--- config.mk ---
export PLATFORM = sky130hd
export DESIGN_NAME = phy_ctl_bank
export DESIGN_NICKNAME = d
export VERILOG_FILES = /design/src/rtl/phy_ctl_pkg.sv /design/src/rtl/phy_ctl_decode.sv /design/src/rtl/phy_ctl_mask_reg.sv /design/src/rtl/phy_ctl_bank.sv
export SDC_FILE = /design/constraint.sdc
export NUM_CORES = 1
export LEC_CHECK = 0
export ABC_CLOCK_PERIOD_IN_PS = 4000
export BUFFER_PORTS_ARGS = -buffer_cell sky130_fd_sc_hd__buf_2
export CAP_MARGIN = 40
export CORE_MARGIN = 5
export CORE_UTILIZATION = 52
export CTS_CLUSTER_DIAMETER = 40
export DETAILED_ROUTE_END_ITERATION = 7
export HOLD_SLACK_MARGIN = 0.1
export PLACE_DENSITY = 0.9
export SLEW_MARGIN = 20
export SYNTH_ARGS = -nofsm -noshare
export SYNTH_HDL_FRONTEND = slang
export SYNTH_SLANG_ARGS = --single-unit
--- constraint.sdc ---
create_clock -name clk -period 4 [get_ports clk]
set_clock_uncertainty 0.1 [all_clocks]
set_input_delay 1 -clock clk [delete_from_list [all_inputs] [get_ports clk]]
set_output_delay 1 -clock clk [all_outputs]
set_load 0.05 [all_outputs]
--- src/rtl/phy_ctl_pkg.sv ---
package phy_ctl_pkg;

    localparam int HALF_W  = 16;
    localparam int WORD_W  = 2 * HALF_W;
    localparam int LANES   = 4;
    localparam int TDATA_W = 8;

    typedef logic [HALF_W-1:0] half_t;
    typedef logic [WORD_W-1:0] word_t;

    // Register selected by the current bus address
    typedef enum logic [2:0] {
        SEL_NONE,
        SEL_TURN,
        SEL_LANE,
        SEL_TEST,
        SEL_STAT
    } reg_sel_e;

    // Lane control word, MSB first
    typedef struct packed {
        logic [LANES-1:0] turn_dis;
        logic [LANES-1:0] force_stop;
        logic [LANES-1:0] force_rx;
        logic [LANES-1:0] enable;
    } lane_ctl_t;

    // Turnaround request / clock inversion word
    typedef struct packed {
        logic [3:0]       rsvd_hi;
        logic [1:0]       clk_inv;
        logic [5:0]       rsvd_lo;
        logic [LANES-1:0] req;
    } turn_ctl_t;

    // Test interface word
    typedef struct packed {
        logic [4:0]         rsvd;
        logic               clr;
        logic               tck;
        logic               ten;
        logic [TDATA_W-1:0] din;
    } test_ctl_t;

    // Bits physically stored in each writable word
    localparam half_t LANE_IMPL = 16'hFFFF;
    localparam half_t TURN_IMPL = 16'h0C0F;
    localparam half_t TEST_IMPL = 16'h07FF;

    // Reset images
    localparam half_t LANE_RST = 16'h0000;
    localparam half_t TURN_RST = 16'h0000;
    localparam half_t TEST_RST = 16'h0200;

    // New value of one stored bit under a self-masked write
    function automatic logic masked_bit(input logic cur, input logic din, input logic en);
        return en ? din : cur;
    endfunction

    // Zero-extend a half-word into a bus word
    function automatic word_t widen(input half_t h);
        return {{(WORD_W-HALF_W){1'b0}}, h};
    endfunction

endpackage

--- src/rtl/phy_ctl_decode.sv ---
module phy_ctl_decode
    import phy_ctl_pkg::*;
#(
    parameter int                ADDR_W   = 16,
    parameter logic [ADDR_W-1:0] OFF_TURN = 16'h6224,
    parameter logic [ADDR_W-1:0] OFF_LANE = 16'h6254,
    parameter logic [ADDR_W-1:0] OFF_TEST = 16'h6264,
    parameter logic [ADDR_W-1:0] OFF_STAT = 16'he2a4
) (
    input  logic [ADDR_W-1:0] addr,
    output reg_sel_e          sel
);

    always_comb begin
        unique case (addr)
            OFF_TURN: sel = SEL_TURN;
            OFF_LANE: sel = SEL_LANE;
            OFF_TEST: sel = SEL_TEST;
            OFF_STAT: sel = SEL_STAT;
            default:  sel = SEL_NONE;
        endcase
    end

endmodule

--- src/rtl/phy_ctl_mask_reg.sv ---
module phy_ctl_mask_reg
    import phy_ctl_pkg::*;
#(
    parameter half_t IMPL    = 16'hFFFF,
    parameter half_t RST_VAL = 16'h0000
) (
    input  logic  clk,
    input  logic  rst,
    input  logic  wr_en,
    input  word_t wr_word,
    output half_t q
);

    localparam int N = HALF_W;

    for (genvar i = 0; i < N; i++) begin : g_bit
        if (IMPL[i]) begin : g_store
            logic bit_q;
            always_ff @(posedge clk) begin
                if (rst)
                    bit_q <= RST_VAL[i];
                else if (wr_en)
                    bit_q <= masked_bit(bit_q, wr_word[i], wr_word[i+N]);
            end
            assign q[i] = bit_q;
        end else begin : g_tie
            assign q[i] = 1'b0;
        end
    end

endmodule

--- src/rtl/phy_ctl_bank.sv ---
module phy_ctl_bank
    import phy_ctl_pkg::*;
#(
    parameter int                ADDR_W   = 16,
    parameter logic [ADDR_W-1:0] OFF_TURN = 16'h6224,
    parameter logic [ADDR_W-1:0] OFF_LANE = 16'h6254,
    parameter logic [ADDR_W-1:0] OFF_TEST = 16'h6264,
    parameter logic [ADDR_W-1:0] OFF_STAT = 16'he2a4
) (
    input  logic               clk,
    input  logic               rst,
    input  logic               bus_valid,
    input  logic               bus_write,
    input  logic [ADDR_W-1:0]  bus_addr,
    input  logic [31:0]        bus_wdata,
    output logic [31:0]        bus_rdata,
    input  logic [7:0]         phy_test_dout,
    output logic [3:0]         lane_en,
    output logic [3:0]         lane_force_rx,
    output logic [3:0]         lane_force_stop,
    output logic [3:0]         lane_turn_dis,
    output logic [3:0]         lane_turn_req,
    output logic [1:0]         clk_inv_sel,
    output logic [7:0]         test_din,
    output logic               test_en,
    output logic               test_clk,
    output logic               test_clr
);

    reg_sel_e  sel;
    logic      wr_ok;
    logic      rd_ok;
    half_t     lane_q, turn_q, test_q;
    lane_ctl_t lane_s;
    turn_ctl_t turn_s;
    test_ctl_t test_s;

    phy_ctl_decode #(
        .ADDR_W  (ADDR_W),
        .OFF_TURN(OFF_TURN),
        .OFF_LANE(OFF_LANE),
        .OFF_TEST(OFF_TEST),
        .OFF_STAT(OFF_STAT)
    ) u_dec (
        .addr(bus_addr),
        .sel (sel)
    );

    assign wr_ok = bus_valid &&  bus_write;
    assign rd_ok = bus_valid && !bus_write;

    phy_ctl_mask_reg #(.IMPL(LANE_IMPL), .RST_VAL(LANE_RST)) u_lane (
        .clk    (clk),
        .rst    (rst),
        .wr_en  (wr_ok && sel == SEL_LANE),
        .wr_word(bus_wdata),
        .q      (lane_q)
    );

    phy_ctl_mask_reg #(.IMPL(TURN_IMPL), .RST_VAL(TURN_RST)) u_turn (
        .clk    (clk),
        .rst    (rst),
        .wr_en  (wr_ok && sel == SEL_TURN),
        .wr_word(bus_wdata),
        .q      (turn_q)
    );

    phy_ctl_mask_reg #(.IMPL(TEST_IMPL), .RST_VAL(TEST_RST)) u_test (
        .clk    (clk),
        .rst    (rst),
        .wr_en  (wr_ok && sel == SEL_TEST),
        .wr_word(bus_wdata),
        .q      (test_q)
    );

    assign lane_s = lane_ctl_t'(lane_q);
    assign turn_s = turn_ctl_t'(turn_q);
    assign test_s = test_ctl_t'(test_q);

    // Pin fan-out
    assign lane_en         = lane_s.enable;
    assign lane_force_rx   = lane_s.force_rx;
    assign lane_force_stop = lane_s.force_stop;
    assign lane_turn_dis   = lane_s.turn_dis;
    assign lane_turn_req   = turn_s.req;
    assign clk_inv_sel     = turn_s.clk_inv;
    assign test_din        = test_s.din;
    assign test_en         = test_s.ten;
    assign test_clk        = test_s.tck;
    assign test_clr        = test_s.clr;

    // Read mux
    always_comb begin
        bus_rdata = '0;
        if (rd_ok) begin
            unique case (sel)
                SEL_LANE: bus_rdata = widen(lane_q);
                SEL_TURN: bus_rdata = widen(turn_q);
                SEL_TEST: bus_rdata = widen(test_q);
                SEL_STAT: bus_rdata = widen({{(HALF_W-TDATA_W){1'b0}}, phy_test_dout});
                default:  bus_rdata = '0;
            endcase
        end
    end

endmodule

# ---- After elaboration in Yosys (flattened, before gate mapping)
# Cells that the tools add are included.
dict set report op_classes {
  n_eq_ne 8
  mux 3
  reduce_logical 39
}
# cell n
set ops {}
lappend ops {{2-bit AND reduction} 33}
lappend ops {{16-bit one-hot mux with 4 select lines} 1}
lappend ops {{16-bit by 15-bit equality test with 1-bit output, second input constant} 3}
lappend ops {{16-bit equality test, second input constant} 1}
lappend ops {{16-bit 2-to-1 mux} 1}
lappend ops {{3-bit one-hot mux with 4 select lines} 1}
lappend ops {{3-bit by 2-bit equality test with 1-bit output, second input constant} 2}
lappend ops {{1-bit logical AND} 5}
lappend ops {{3-bit by 1-bit equality test with 1-bit output, second input constant} 1}
lappend ops {{3-bit equality test, second input constant} 1}
lappend ops {{1-bit logical NOT} 1}
dict set report word_totals {
  regBits 33
  inputBits 60
  output_inout_bits 65
}

# ---- Longest topological paths before layout
# Gate-level depths: netlist of the first run.
dict set report depth {
  depth_word 5
  ltp_mapped 8
  mapped_depth_nobuf 4
}

# ---- Hierarchy
# Synthesis of the first run repeated with hierarchy kept, for this count alone.
dict set report hier_totals {
  cells_unflattened 288
  area_unflattened_um2 2538.7
}
# module n_inst cells_per_inst area_per_inst_um2 seq_area_each_um2
set by_module_without_submodules {}
lappend by_module_without_submodules {{phy_ctl_mask_reg at u_lane} 1 85 837.1 320.3}
lappend by_module_without_submodules {phy_ctl_bank 1 84 639.4 0.0}
lappend by_module_without_submodules {{phy_ctl_mask_reg at u_test} 1 63 589.3 220.2}
lappend by_module_without_submodules {{phy_ctl_mask_reg at u_turn} 1 42 375.4 120.1}
lappend by_module_without_submodules {phy_ctl_decode 1 14 97.6 0.0}

# ---- Least setup slack after synthesis of the first run
# OpenSTA, ideal clock, no wires.
dict set report synth_path {
  kind {input to output}
  startpoint {in bus_addr[7]}
  endpoint {out bus_rdata[9]}
  arrival_time_ns 3.076
  path_slack_ns -0.176
  cell_stages 7
  n_path_buf 4
  path_cell_list {buf_6 -> or3b_1 -> buf_6 -> buf_12 -> buf_6 -> mux2i_1 -> nor3_1}
}
dict set report synth_via {
  elab_chain_cells 5
}
# element line
set synth_rtl {}
lappend synth_rtl {{from (decl)} phy_ctl_bank.sv:14} ;# input logic [ADDR_W-1:0] bus_addr,
lappend synth_rtl {{16-bit equality test or 16-bit by 15-bit equality test with 1-bit output (tied branches)} phy_ctl_decode.sv:15} ;# unique case (addr)
lappend synth_rtl {{3-bit one-hot mux with 4 select lines (*)} phy_ctl_decode.sv:15}
lappend synth_rtl {{3-bit equality test (tied with other cells)} phy_ctl_bank.sv:96} ;# unique case (sel)
lappend synth_rtl {{16-bit one-hot mux with 4 select lines (*)} phy_ctl_bank.sv:96}
lappend synth_rtl {{16-bit 2-to-1 mux (*)} phy_ctl_bank.sv:95} ;# if (rd_ok) begin
lappend synth_rtl {{to (decl)} phy_ctl_bank.sv:16} ;# output logic [31:0] bus_rdata,
# Every way passes the cells marked *; elsewhere a longest branch is shown, timed or not.

# ---- Final worst setup path of the first run
dict set report layout_path {
  startpoint {in bus_addr[7]}
  endpoint {out bus_rdata[11]}
}
# The elaborated chain is that of the path after synthesis.

==> out/results.txt, run 1 <==
In the post-synthesis netlist, the cell with the most instances is sky130_fd_sc_hd__buf_4. The tools report the startpoint of the worst-slack reg-to-reg timing path as u_turn.g_bit[3].g_store.bit_q. TritonCTS built the clock tree.

The filler cells instantiated in the layout total 464. The tools report the number of pins with negative max-slew slack in the final report as 0. STA puts the critical path data required time at 2.90 ns.

Compared with the post-synthesis result, the final layout area differs by 10.0%. The logs give 0.589 for the headroom to the max-slew limit and 0.417 for the proportion of power drawn by the clock network. The logs give 482 for the number of standard cells in the layout, taps in and fillers out and 0 for the number of synthesis warnings. The tools report the starting utilization of the core area as 0.543.

The root buffer cell chosen for the clock tree is sky130_fd_sc_hd__clkbuf_8. Counting flops with a built-in enable in the synthesized netlist gives 0. Along the worst path, the maximum fanout reaches 16. The share of final-layout standard cells stronger than drive strength 1 works out to 0.376.

The category of the most critical setup path was input port to primary output. The worst setup path is launched from an input port. The analysis attributes to cell leakage a power of 1.30 nW. The tools report the count of antenna diodes in the layout as 0. The tools report the number of core rows as 26.

Summing every instance area after synthesis gives 0.00281 mm². In this run the critical register-to-register path is captured at u_turn.g_bit[3].g_store.bit_q. The width of the chip is 83.5 µm. The final count of hold timing violations was 0; the count of cells resized by post-cts repair was 0.

The clock slew at the register clock pins of the worst setup and hold paths came out at 0.07 ns. The height of the die is 83.5 µm, and the number of global-route vias before repair is 2842. The region available for standard cell placement spans 0.00517 mm². The die covers 0.00697 mm².

For the total power, the log shows 0.786 mW. Commonest register cell after synthesis: sky130_fd_sc_hd__dfxtp_1. Max-cap violations in this run came to 0. The logs give 0.217 mW for the net switching component of the power and 5 for the number of detailed-routing iterations run before antenna repair. The post-CTS setup buffer count is 0, and the reg-to-reg setup timing slack is 3.17 ns. The run gives 0.238 as the total global-route track usage. The async set-or-reset flop fraction in the synthesized netlist is 0, and the remaining number of nets flagged by the antenna check after routing is 0.

Sorting the synthesized cells by area gives the leading types as sky130_fd_sc_hd__dfxtp_1 (24%), sky130_fd_sc_hd__buf_4 (12%), sky130_fd_sc_hd__nand4_1 (7.8%). The total power density per cell area came out at 254 mW/mm². The maximum level of the CTS H-tree was 2. STA classifies the critical path endpoint as a primary output.

For this design the top-level I/O count stands at 125. The internal power consumption was 0.570 mW; the cell count after placement was 473. Dividing the synthesized area by the synthesized cell count gives 8.15 µm². In the routed design, unresolved DRC markers number 0.

The logs give 0 for the cts-stage hold buffer count and 0.598 for the final core area utilization. The clock period could shrink to 3.78 ns. The tools report the remaining global-route overflow as 0. The number of nets in the layout is 471. The multi-input combinational cells in the finished layout cover a total of 0.00156 mm². After detailed routing, the number of vias per cell comes to 6.18.

The run gives 661 µm² as the area occupied by registers. Buffers inserted during clock tree synthesis total 5. After synthesis the netlist holds a flip-flop and latch count of 33. The share of the clock period used by the worst path is 0.944, and the worst-case hold slack is 0.378 ns. The count of cells along the worst register-to-register path works out to 2. The count of input and output buffers came out at 108. The clock reaches the later pin of the worst-skew pair after 0.28 ns. Setup violations remaining at the end of the flow were counted as 0.

Synthesis handed over a netlist of 345 instances. The portion of synthesized cell area occupied by the leading cell type came out at 0.235. The largest total area in the synthesized netlist belongs to sky130_fd_sc_hd__dfxtp_1. The number of antenna violations at the first check in global routing is 0, and the deepest clock path buffer count is 2. The run gives 2979 as the routed via count. The half-perimeter wire length after placement was 6.14 mm. The flow ran to the end, and the final reports show no timing, DRC or antenna violations. The final layout contains routed wiring with a total length of 8.45 mm. Setup repair after global routing left no endpoint under its margin. Transition time of the tightest slew-check pin: 0.617 ns.

At the end of routability-driven placement, the weighted congestion stood at 0.885. For this run, the top clock speed supported by timing is 265 MHz. Across the VDD grid, the largest voltage drop is 0.124 mV. Adding up every negative setup slack in the final design gives 0 ns.

The sequential area share after synthesis was 0.235. CTS saw 33 sinks. The first global-routing pass estimated 14.0 mm of wire. Counting instances in the post-synthesis netlist gives the leading cell types as sky130_fd_sc_hd__buf_4 (46), sky130_fd_sc_hd__a21oi_1 (41), sky130_fd_sc_hd__nand3_1 (37). The share of total power in combinational logic was 0.166. The logs give 46 for the largest net degree at the start of global routing and 48 for the number of distinct library cells after synthesis.

The worst hold path was traced through 2 stages. The iteration-0 DRC count of the detailed router is 406. The worst hold path belongs to the class flip-flop to flip-flop. The worst hold path begins at u_test.g_bit[6].g_store.bit_q.

Dividing the detail-routed wire length by the instance count gives 17.5 µm. Proportion of total power due to net switching: 0.275. The worst endpoint data arrival time is 2.68 ns. The worst hold path terminates at u_test.g_bit[6].g_store.bit_q.

The fraction of power consumed by sequential logic is 0.418.
==> cell usage in the layout, fill, tap and decap left out, drive strengths merged, types with 2 or more instances in the layout <==
master	n
nand2	2
nor2	27
o21ai	6
nand4	35
nor3b	2
buf	122
mux2	8
dfxtp	33
conb	16
o41ai	22
and4	4
clkbuf	7
a21oi	41
mux2i	3
nand3	38
and3	11
a21o	4
o31ai	4
nor4b	5
nor3	3
and4bb	2
and2	3
==> area by class of cell <==
type	count	area share
Timing Repair Buffer	122	0.214
Inverter	1	0.00121
Sequential cell	33	0.214
Clock buffer	7	0.0279
Multi-Input combinational cell	248	0.505
Tap cell	70	0.0283
Clock inverter	1	0.00971
==> layer usage <==
| metal | vias to the layer above | wire length (µm) | track usage |
|---|---|---|---|
| met5 | - | 0 | 0 |
| met4 | 0 | 190 | 0.0731 |
| met1 | 1362 | 3380 | 0.314 |
| li1 | 1383 | - | - |
| met3 | 22 | 970 | 0.0573 |
| met2 | 212 | 3910 | 0.383 |
==> kinds of logic after synthesis <==
group                  share of synthesized area
XOR/XNOR                                 0.00312
multiplexers                              0.0427
AND/OR/NAND/NOR                            0.296
AO/OA/AOI/OAI                              0.187
buffers and inverters                      0.235
other                                    0.00133
flip-flops                                 0.235
==> through the flow <==
step                cell area (µm²)  worst slack [ns]
CTS                            3080             0.266
finish                         3090             0.225
global placement               2960             0.299
detailed placement             2960             0.271
floorplan                      2880            0.0560
global route                   3090            0.0678
==> sequential cells by signal, indices dropped and copies added (netlist names) <==
name,cells
u_lane.g_bit.g_store.bit_q,16
u_test.g_bit.g_store.bit_q,11
u_turn.g_bit.g_store.bit_q,6
==> power groups by stage <==
stage	combinational [mW]	clock [mW]	sequential, mW
floorplan	0.100	0	0.336
global placement	0.123	0	0.336
detailed placement	0.126	0	0.336
CTS	0.127	0.331	0.328
global route	0.139	0.350	0.328
finish	0.130	0.328	0.328
==> worst max-delay path, stage by stage <==
cell	delay [ns]
sky130_fd_sc_hd__buf_2	0.16
sky130_fd_sc_hd__nor4b_1	0.39
sky130_fd_sc_hd__and4b_1	0.28
sky130_fd_sc_hd__buf_4	0.23
sky130_fd_sc_hd__nand4_1	0.11
sky130_fd_sc_hd__a21oi_1	0.21
sky130_fd_sc_hd__buf_2	0.29
==> how the worst max path moves through the flow <==
stage	start	endpoint	slack, ns	cells past startpoint
2_1_floorplan	bus_addr[7]	bus_rdata[7]	0.06	7
3_3_place_gp	bus_addr[8]	bus_rdata[3]	0.30	6
3_5_place_dp	bus_addr[7]	bus_rdata[11]	0.27	7
4_1_cts	bus_addr[7]	bus_rdata[11]	0.27	7
5_1_grt	bus_addr[6]	bus_rdata[10]	0.07	6
6_report	bus_addr[7]	bus_rdata[11]	0.22	7
No activity file was read; power rests on OpenSTA's default activity.
==> inputs of run 2 (changes only) <==
--- a/config.mk
+++ b/config.mk
@@ -8,4 +8,5 @@
 export ABC_CLOCK_PERIOD_IN_PS = 4000
-export BUFFER_PORTS_ARGS = -buffer_cell sky130_fd_sc_hd__buf_2
+export BUFFER_PORTS_ARGS = -buffer_cell sky130_fd_sc_hd__buf_4
 export CAP_MARGIN = 40
+export CORE_ASPECT_RATIO = 0.75
 export CORE_MARGIN = 5
==> constraint.sdc (replaced) <==
create_clock -name clk -period 4 [get_ports clk]
set_clock_uncertainty 0.1 [all_clocks]
set_input_delay 0.8 -clock clk [delete_from_list [all_inputs] [get_ports clk]]
set_output_delay 0.8 -clock clk [all_outputs]
set_load 0.05 [all_outputs]
==> run 2 against run 1 <==
Final cell count rose by 0.21%. Global-route usage rose by 0.49 points. Hold slack improved by 0.0040 ns. Non-clock buffer count fell by 4. Via count rose by 1.7%. Largest power group is now clock. Highest routed layer unchanged.
==> out/results.txt, run 2 (synthesized netlist as in run 1, its figures left out) <==
The number of nets in the layout came out at 467 (-0.85%). The count of cells resized by post-cts repair is 0 (unchanged), and the number of global-route vias before repair is 2706 (-4.8%). The number of core rows came out at 23 (-12%). Count of cells along the worst register-to-register path: 2 (unchanged).

The tools report the final core area utilization as 0.626 (+0.0285). The capture endpoint of the worst hold path was u_test.g_bit[3].g_store.bit_q. The tools report the clock root buffer as sky130_fd_sc_hd__clkbuf_8.

In this run the worst hold path is classified as flip-flop to flip-flop. Worst-case hold slack: 0.382 ns (+0.00397 ns). The half-perimeter wire length after placement is 6.34 mm (+3.2%), and the worst endpoint data arrival time is 2.48 ns (-0.20 ns). The tools report the total global-route track usage as 0.243 (+0.00485). The run finished with clean final reports. The cell count after placement came out at 475 (+0.42%). The number of cells on the worst hold path works out to 2 (unchanged).

For the largest net degree at the start of global routing, the log shows 34 (-26%). The data required time at the worst endpoint was 3.10 ns (+0.20 ns); the count of input and output buffers was 108 (unchanged). The count of boundary I/O pins came out at 125 (unchanged).

The worst-case vdd ir drop is 0.128 mV (+3.0%). The run gives 8.70 mm (+3.0%) as the final wirelength. The total power density per cell area works out to 242 mW/mm² (-4.8%). The total placed instance area is 0.00320 mm² (+7.9%). The fmax is 295 MHz (+12%). For the clock sink count, the log shows 33 (unchanged). Setup repair after global routing left no endpoint under its margin. The share of final-layout standard cells stronger than drive strength 1 is 0.365 (-0.0110). The routed via count is 3031 (+1.7%), and the count of final setup violators is 0 (unchanged). The logs give 13.4 mm (-4.6%) for the global-route wire length before repair and 3.19 ns (+0.02 ns) for the reg-to-reg setup timing slack.

The post-layout minimum cycle time was 3.38 ns (-0.391 ns); the maximum level of the CTS H-tree was 2 (unchanged). The total die area was 0.00699 mm² (+0.21%); the routed length per placed instance was 18.0 µm (+2.8%). The run gives 0 (unchanged) as the DRC violation count after routing. The worst setup path is of the input port to primary output kind.

The transition time of the tightest slew-check pin was 0.541 ns (-0.0764 ns); the number of standard cells in the layout, taps in and fillers out was 483 (+0.21%). The logs give 0.584 mW (+2.5%) for the internal power consumption and 2 (unchanged) for the deepest clock path buffer count. The remaining global-route overflow came out at 0 (unchanged). The final count of hold timing violations is 0 (unchanged). The register with the most flip-flops in the final layout is u_lane.g_bit.g_store.bit_q.

The height of the die is 73.7 µm (-12%). The share of the clock period used by the worst path works out to 0.846 (-0.0977). The proportion of total power due to net switching came out at 0.273 (-0.00272). The setup slack of the critical path after layout is 0.616 ns (+0.391 ns).

The tools report the number of pins with negative max-slew slack in the final report as 0 (unchanged). Startpoint of the worst-slack reg-to-reg timing path: u_turn.g_bit[1].g_store.bit_q. The worst register-to-register path ends at u_turn.g_bit[1].g_store.bit_q. The worst setup path is launched from an input port.

Number of antenna violations at the first check in global routing: 0 (unchanged). The cts-stage hold buffer count is 0 (unchanged). The starting utilization of the core area was 0.531 (-0.0126); the final weighted congestion of routability-driven global placement was 0.876 (-1.1%).

The tools report the count of antenna diodes in the layout as 0 (unchanged). The proportion of power drawn by the clock network was 0.411 (-0.006). The share of total power in combinational logic was 0.181 (+0.015). The core area was 0.00530 mm² (+2.4%). The worst hold path begins at u_test.g_bit[3].g_store.bit_q. TritonCTS built the clock tree. The sum of negative setup slack came out at 0 ns (unchanged).

In the final layout, the registers with the most flip-flops are u_lane.g_bit.g_store.bit_q x16, u_test.g_bit.g_store.bit_q x11, u_turn.g_bit.g_store.bit_q x6. For the net switching component of the power, the log shows 0.219 mW (+1.1%). For the number of maximum-capacitance violations, the log shows 0 (unchanged). The number of flip-flops in the largest register is 16 (unchanged). STA classifies the critical path endpoint as a primary output. The remaining number of nets flagged by the antenna check after routing is 0 (unchanged), and the headroom to the max-slew limit is 0.638 (+0.0499). The detail-routed via count per cell was 6.28 (+1.5%); the total CTS buffers was 5 (unchanged). For the static leakage power, the log shows 1.32 nW (+1.5%). The clock slew at the register clock pins of the worst setup and hold paths was 0.07 ns (about the same); the iteration-0 DRC count of the detailed router was 289 (-29%). The synthesis-to-layout area growth works out to 18.0%. For the fraction of power consumed by sequential logic, the log shows 0.409 (-0.009). The latest clock arrival within the worst-skew pair was 0.29 ns (about the same). The number of detailed-routing iterations run before antenna repair is 5 (unchanged). The total power was 0.803 mW (+2.1%); the width of the chip was 94.9 µm (+14%). The cell area after layout is 0.00332 mm² (+7.2%). The top cell types in the final layout, fill and taps aside, are sky130_fd_sc_hd__buf_4 (117), sky130_fd_sc_hd__a21oi_1 (41), sky130_fd_sc_hd__nand3_1 (37). The peak fanout along the critical path came out at 21 (+5). Leaving out fill and tap cells, the most frequent cell in the layout is sky130_fd_sc_hd__buf_4. The post-CTS setup buffer count is 0 (unchanged), and the post-placement setup slack is 0.656 ns (+0.385 ns).
run 2: changes by cell type in the layout (fill, tap and decap cells not counted):
cell and change:
sky130_fd_sc_hd__buf_2 -108, sky130_fd_sc_hd__buf_12 -1, sky130_fd_sc_hd__buf_4 +105, sky130_fd_sc_hd__nor3_1 +2
sky130_fd_sc_hd__nor3_2 -2
run 2: power groups by stage:
stage	combinational, mW	sequential [mW]	clock (mW)
after global routing	0.154	0.328	0.343
final	0.145	0.328	0.330
after global placement	0.138	0.336	0
after CTS	0.142	0.328	0.331
after detailed placement	0.142	0.336	0
after floorplan	0.100	0.336	0
run 2: how the worst max path moves through the flow:
| stage | endpoint | from |
|---|---|---|
| global placement | bus_rdata[10] | bus_addr[15] |
| CTS | bus_rdata[3] | bus_addr[15] |
| detailed placement | bus_rdata[3] | bus_addr[15] |
| global route | bus_rdata[2] | bus_addr[7] |
| finish | bus_rdata[3] | bus_addr[15] |
| floorplan | bus_rdata[9] | bus_addr[7] |
run 2: layout make-up:
cell class	instances	area (µm²)
fillers	482	1980
multi-input cells	248	1550
repair buffers	118	890
flip-flops and latches	33	661
well taps	75	93.8
clock buffers	7	86.3
clock inverters	1	30.0
inverters	1	3.75
run 2: per-layer routing:
layer | routed length (µm) | GRT usage | vias to the layer above
li1 | - | - | 1375
met1 | 3390 | 0.324 | 1422
met2 | 4010 | 0.365 | 207
met3 | 1060 | 0.0665 | 27
met4 | 251 | 0.112 | 0
met5 | 0 | 0 | -
run 2: worst max-delay path, cell delays in order:
cell	delay, ns
sky130_fd_sc_hd__buf_4	0.14
sky130_fd_sc_hd__nor4b_1	0.34
sky130_fd_sc_hd__and4b_1	0.36
sky130_fd_sc_hd__buf_4	0.29
sky130_fd_sc_hd__nand3_1	0.14
sky130_fd_sc_hd__a21oi_1	0.20
sky130_fd_sc_hd__buf_4	0.22
==> inputs of run 3 (changes only) <==
ABC_CLOCK_PERIOD_IN_PS = 3380   (was 4000)
CORE_UTILIZATION = 48   (was 52)
PLACE_DENSITY = 0.84   (was 0.9)
clock period = 3.38 ns   (was 4 ns; I/O delays follow)
==> run 3 against run 2 <==
Register-to-register slack worse by 0.63 ns. Core utilization down 3.6 points. Final cell count up 1.9%. Via count down 3.6%. Setup slack worse by 0.40 ns. Largest power group unchanged. Sequential share of layout area down 0.40 points. Routed wire length up 2.6%. Sequential power up 18%. First-iteration DRC count down 4.8%. Global-route usage down 1.4 points. Design area up 2.0%. Flip-flop and latch count unchanged.
==> out/results.txt, run 3 (synthesized netlist as in run 1, its figures left out) <==
The run finished with clean final reports. The number of nets in the layout came out at 473 (+1.3%). The run gives 0 (unchanged) as the count of final setup violators. The run gives 0 (unchanged) as the number of pins with negative max-slew slack in the final report. Leading cell type in the layout, fill and taps excluded: sky130_fd_sc_hd__buf_4. The cell count after placement came out at 484 (+1.9%). The number of antenna violations at the first check in global routing was 0 (unchanged); the peak fanout along the critical path was 17 (-19%). The number of maximum-capacitance violations came out at 0 (unchanged). The tools report the destination of the critical timing path as bus_rdata[11]. The area growth from synthesis to layout is 20.4%. Final wirelength: 8.93 mm (+2.6%). The count of cells along the worst register-to-register path is 2 (unchanged).

The starting utilization of the core area came out at 0.490 (-0.0408). The worst-case vdd ir drop was 0.132 mV (+3.5%); the total power density per cell area was 283 mW/mm² (+17%). The total CTS buffers came out at 5 (unchanged). The routed design could run at a clock period as short as 3.17 ns.

The count of boundary I/O pins was 125 (unchanged); the number of global-route vias before repair was 2773 (+2.5%). The count of input and output buffers works out to 108 (unchanged). The tools report the reg-to-reg setup timing slack as 2.56 ns (-0.63 ns).

The global-route track usage on met2 is 0.354 (-0.0106), and the static leakage power is 1.35 nW (+2.2%). Routed via count: 2922 (-3.6%). The width of the chip was 98.4 µm (+3.7%). STA classifies the critical path endpoint as a primary output. DRC violation count after routing: 0 (unchanged). Final weighted congestion of routability-driven global placement: 0.929 (+6.1%).

The height of the die works out to 76.3 µm (+3.5%). The critical path is of the input port to primary output type. The remaining global-route overflow is 0 (unchanged), and the total die area is 0.00750 mm² (+7.3%). Deepest clock path buffer count: 2 (unchanged). The top cell types in the final layout, fill and taps aside, are sky130_fd_sc_hd__buf_4 (123), sky130_fd_sc_hd__a21oi_1 (41), sky130_fd_sc_hd__nand3_1 (37). The run gives 0.28 ns (about the same) as the latest clock arrival within the worst-skew pair. The number of core rows came out at 24 (+4.3%). For the met3 demand-to-capacity share in global routing, the log shows 0.0604 (-0.00615). The tools report the worst endpoint data arrival time as 2.39 ns (-0.09 ns). The iteration-0 DRC count of the detailed router was 275 (-4.8%). The detail-routed via count per cell was 5.94 (-5.4%). The clock slew at the register clock pins of the worst setup and hold paths was 0.07 ns (about the same); the cts-stage hold buffer count was 0 (unchanged).

The share of final-layout standard cells stronger than drive strength 1 was 0.379 (+0.0140). The core area came out at 0.00574 mm² (+8.3%). The number of flip-flops in the largest register works out to 16 (unchanged). TritonCTS built the clock tree.

The sum of negative setup slack is 0 ns (unchanged). The register with the most flip-flops in the final layout is u_lane.g_bit.g_store.bit_q. Share of the clock period used by the worst path: 0.938.

The tightest min-delay check is of the flip-flop to flip-flop type. The tools report the headroom to the max-slew limit as 0.524 (-0.114). The tools report the critical path startpoint as bus_addr[5]. The routed length per placed instance works out to 18.1 µm (+0.71%). For the fmax, the log shows 316 MHz. The run gives 5 (unchanged) as the number of detailed-routing iterations run before antenna repair. Setup repair after global routing left no endpoint under its margin. The tools report the count of antenna diodes in the layout as 0 (unchanged).

The most congested layer reported by global routing is met2. The number of standard cells in the layout, taps in and fillers out was 492 (+1.9%). The run gives 2 (unchanged) as the maximum level of the CTS H-tree. The worst-case hold slack is 0.387 ns (+0.00502 ns), and the remaining number of nets flagged by the antenna check after routing is 0 (unchanged). The post-placement setup slack is 0.223 ns (-0.432 ns), and the total power is 0.956 mW (+19%). The transition time of the tightest slew-check pin came out at 0.713 ns (+0.173 ns). Endpoint of the worst-slack reg-to-reg timing path: u_test.g_bit[0].g_store.bit_q. The post-CTS setup buffer count came out at 0 (unchanged). For the setup slack of the critical path after layout, the log shows 0.211 ns (-0.405 ns).

The clock sink count came out at 33 (unchanged). The data required time at the worst endpoint is 2.60 ns (-0.50 ns). The global-route track usage on met1 is 0.320 (-0.00434), and the global-route wire length before repair is 14.4 mm (+8.2%).

The tools report the final-layout fill cell count as 547 (+13%). For the count of cells resized by post-cts repair, the log shows 0 (unchanged). The worst setup path is launched from an input port.

The final count of hold timing violations came out at 0 (unchanged). Clock root buffer: sky130_fd_sc_hd__clkbuf_8. In this run the critical register-to-register path is launched from u_test.g_bit[0].g_store.bit_q. For the largest net degree at the start of global routing, the log shows 38 (+12%). The run gives 6.53 mm (+3.1%) as the half-perimeter wire length after placement. In the final layout, the registers with the most flip-flops are u_lane.g_bit.g_store.bit_q x16, u_test.g_bit.g_store.bit_q x11, u_turn.g_bit.g_store.bit_q x6. The total global-route track usage was 0.229 (-0.0135).
## run 3: changes by cell type in the layout (fill, tap and decap cells not counted)
cell | previous run | this run
sky130_fd_sc_hd__buf_4 | 117 | 123
sky130_fd_sc_hd__nor3_1 | 2 | 0
sky130_fd_sc_hd__buf_6 | 1 | 0
sky130_fd_sc_hd__buf_12 | 0 | 1
sky130_fd_sc_hd__nor3_2 | 0 | 2
## run 3: worst min path at each step
stage | startpoint | to | slack [ns] | cells past startpoint
floorplan | u_test.g_bit[5].g_store.bit_q | u_test.g_bit[5].g_store.bit_q | 0.35 | 2
global placement | u_test.g_bit[8].g_store.bit_q | u_test.g_bit[8].g_store.bit_q | 0.36 | 2
detailed placement | u_test.g_bit[10].g_store.bit_q | u_test.g_bit[10].g_store.bit_q | 0.37 | 2
CTS | u_test.g_bit[10].g_store.bit_q | u_test.g_bit[10].g_store.bit_q | 0.39 | 2
global route | u_test.g_bit[10].g_store.bit_q | u_test.g_bit[10].g_store.bit_q | 0.41 | 2
finish | u_test.g_bit[5].g_store.bit_q | u_test.g_bit[5].g_store.bit_q | 0.39 | 2
## run 3: area by class of cell
cell class	count	area, µm²	share of cell area
Multi-Input combinational cell	248	1560	0.462
Timing Repair Buffer	124	943	0.279
Sequential cell	33	661	0.195
Tap cell	78	97.6	0.0288
Clock buffer	7	86.3	0.0255
Clock inverter	1	30.0	0.00888
Inverter	1	3.75	0.00111
## run 3: metrics by stage
stage | utilization | instance area (µm²)
after CTS | 0.590 | 3380
after detailed placement | 0.570 | 3270
after floorplan | - | 2880
final | 0.590 | 3380
after global placement | 0.570 | 3270
after global routing | 0.590 | 3380
## run 3: routing by layer
| metal | vias up | wire length (µm) |
|---|---|---|
| met4 | 0 | 110 |
| met2 | 160 | 4050 |
| met1 | 1367 | 3890 |
| met3 | 12 | 871 |
| met5 | - | 0 |
| li1 | 1383 | - |
## run 3: worst max-delay path, stage by stage
cell and delay, ns:
sky130_fd_sc_hd__buf_4 0.13, sky130_fd_sc_hd__or3b_1 0.62, sky130_fd_sc_hd__buf_4 0.35, sky130_fd_sc_hd__nand4_1 0.16
sky130_fd_sc_hd__a21oi_1 0.21, sky130_fd_sc_hd__buf_4 0.23
## run 3: where the power goes
group	internal [mW]	total [mW]	switching [mW]
sequential	0.388	0.388	0.000000943
clock	0.241	0.396	0.155
combinational	0.0636	0.172	0.108
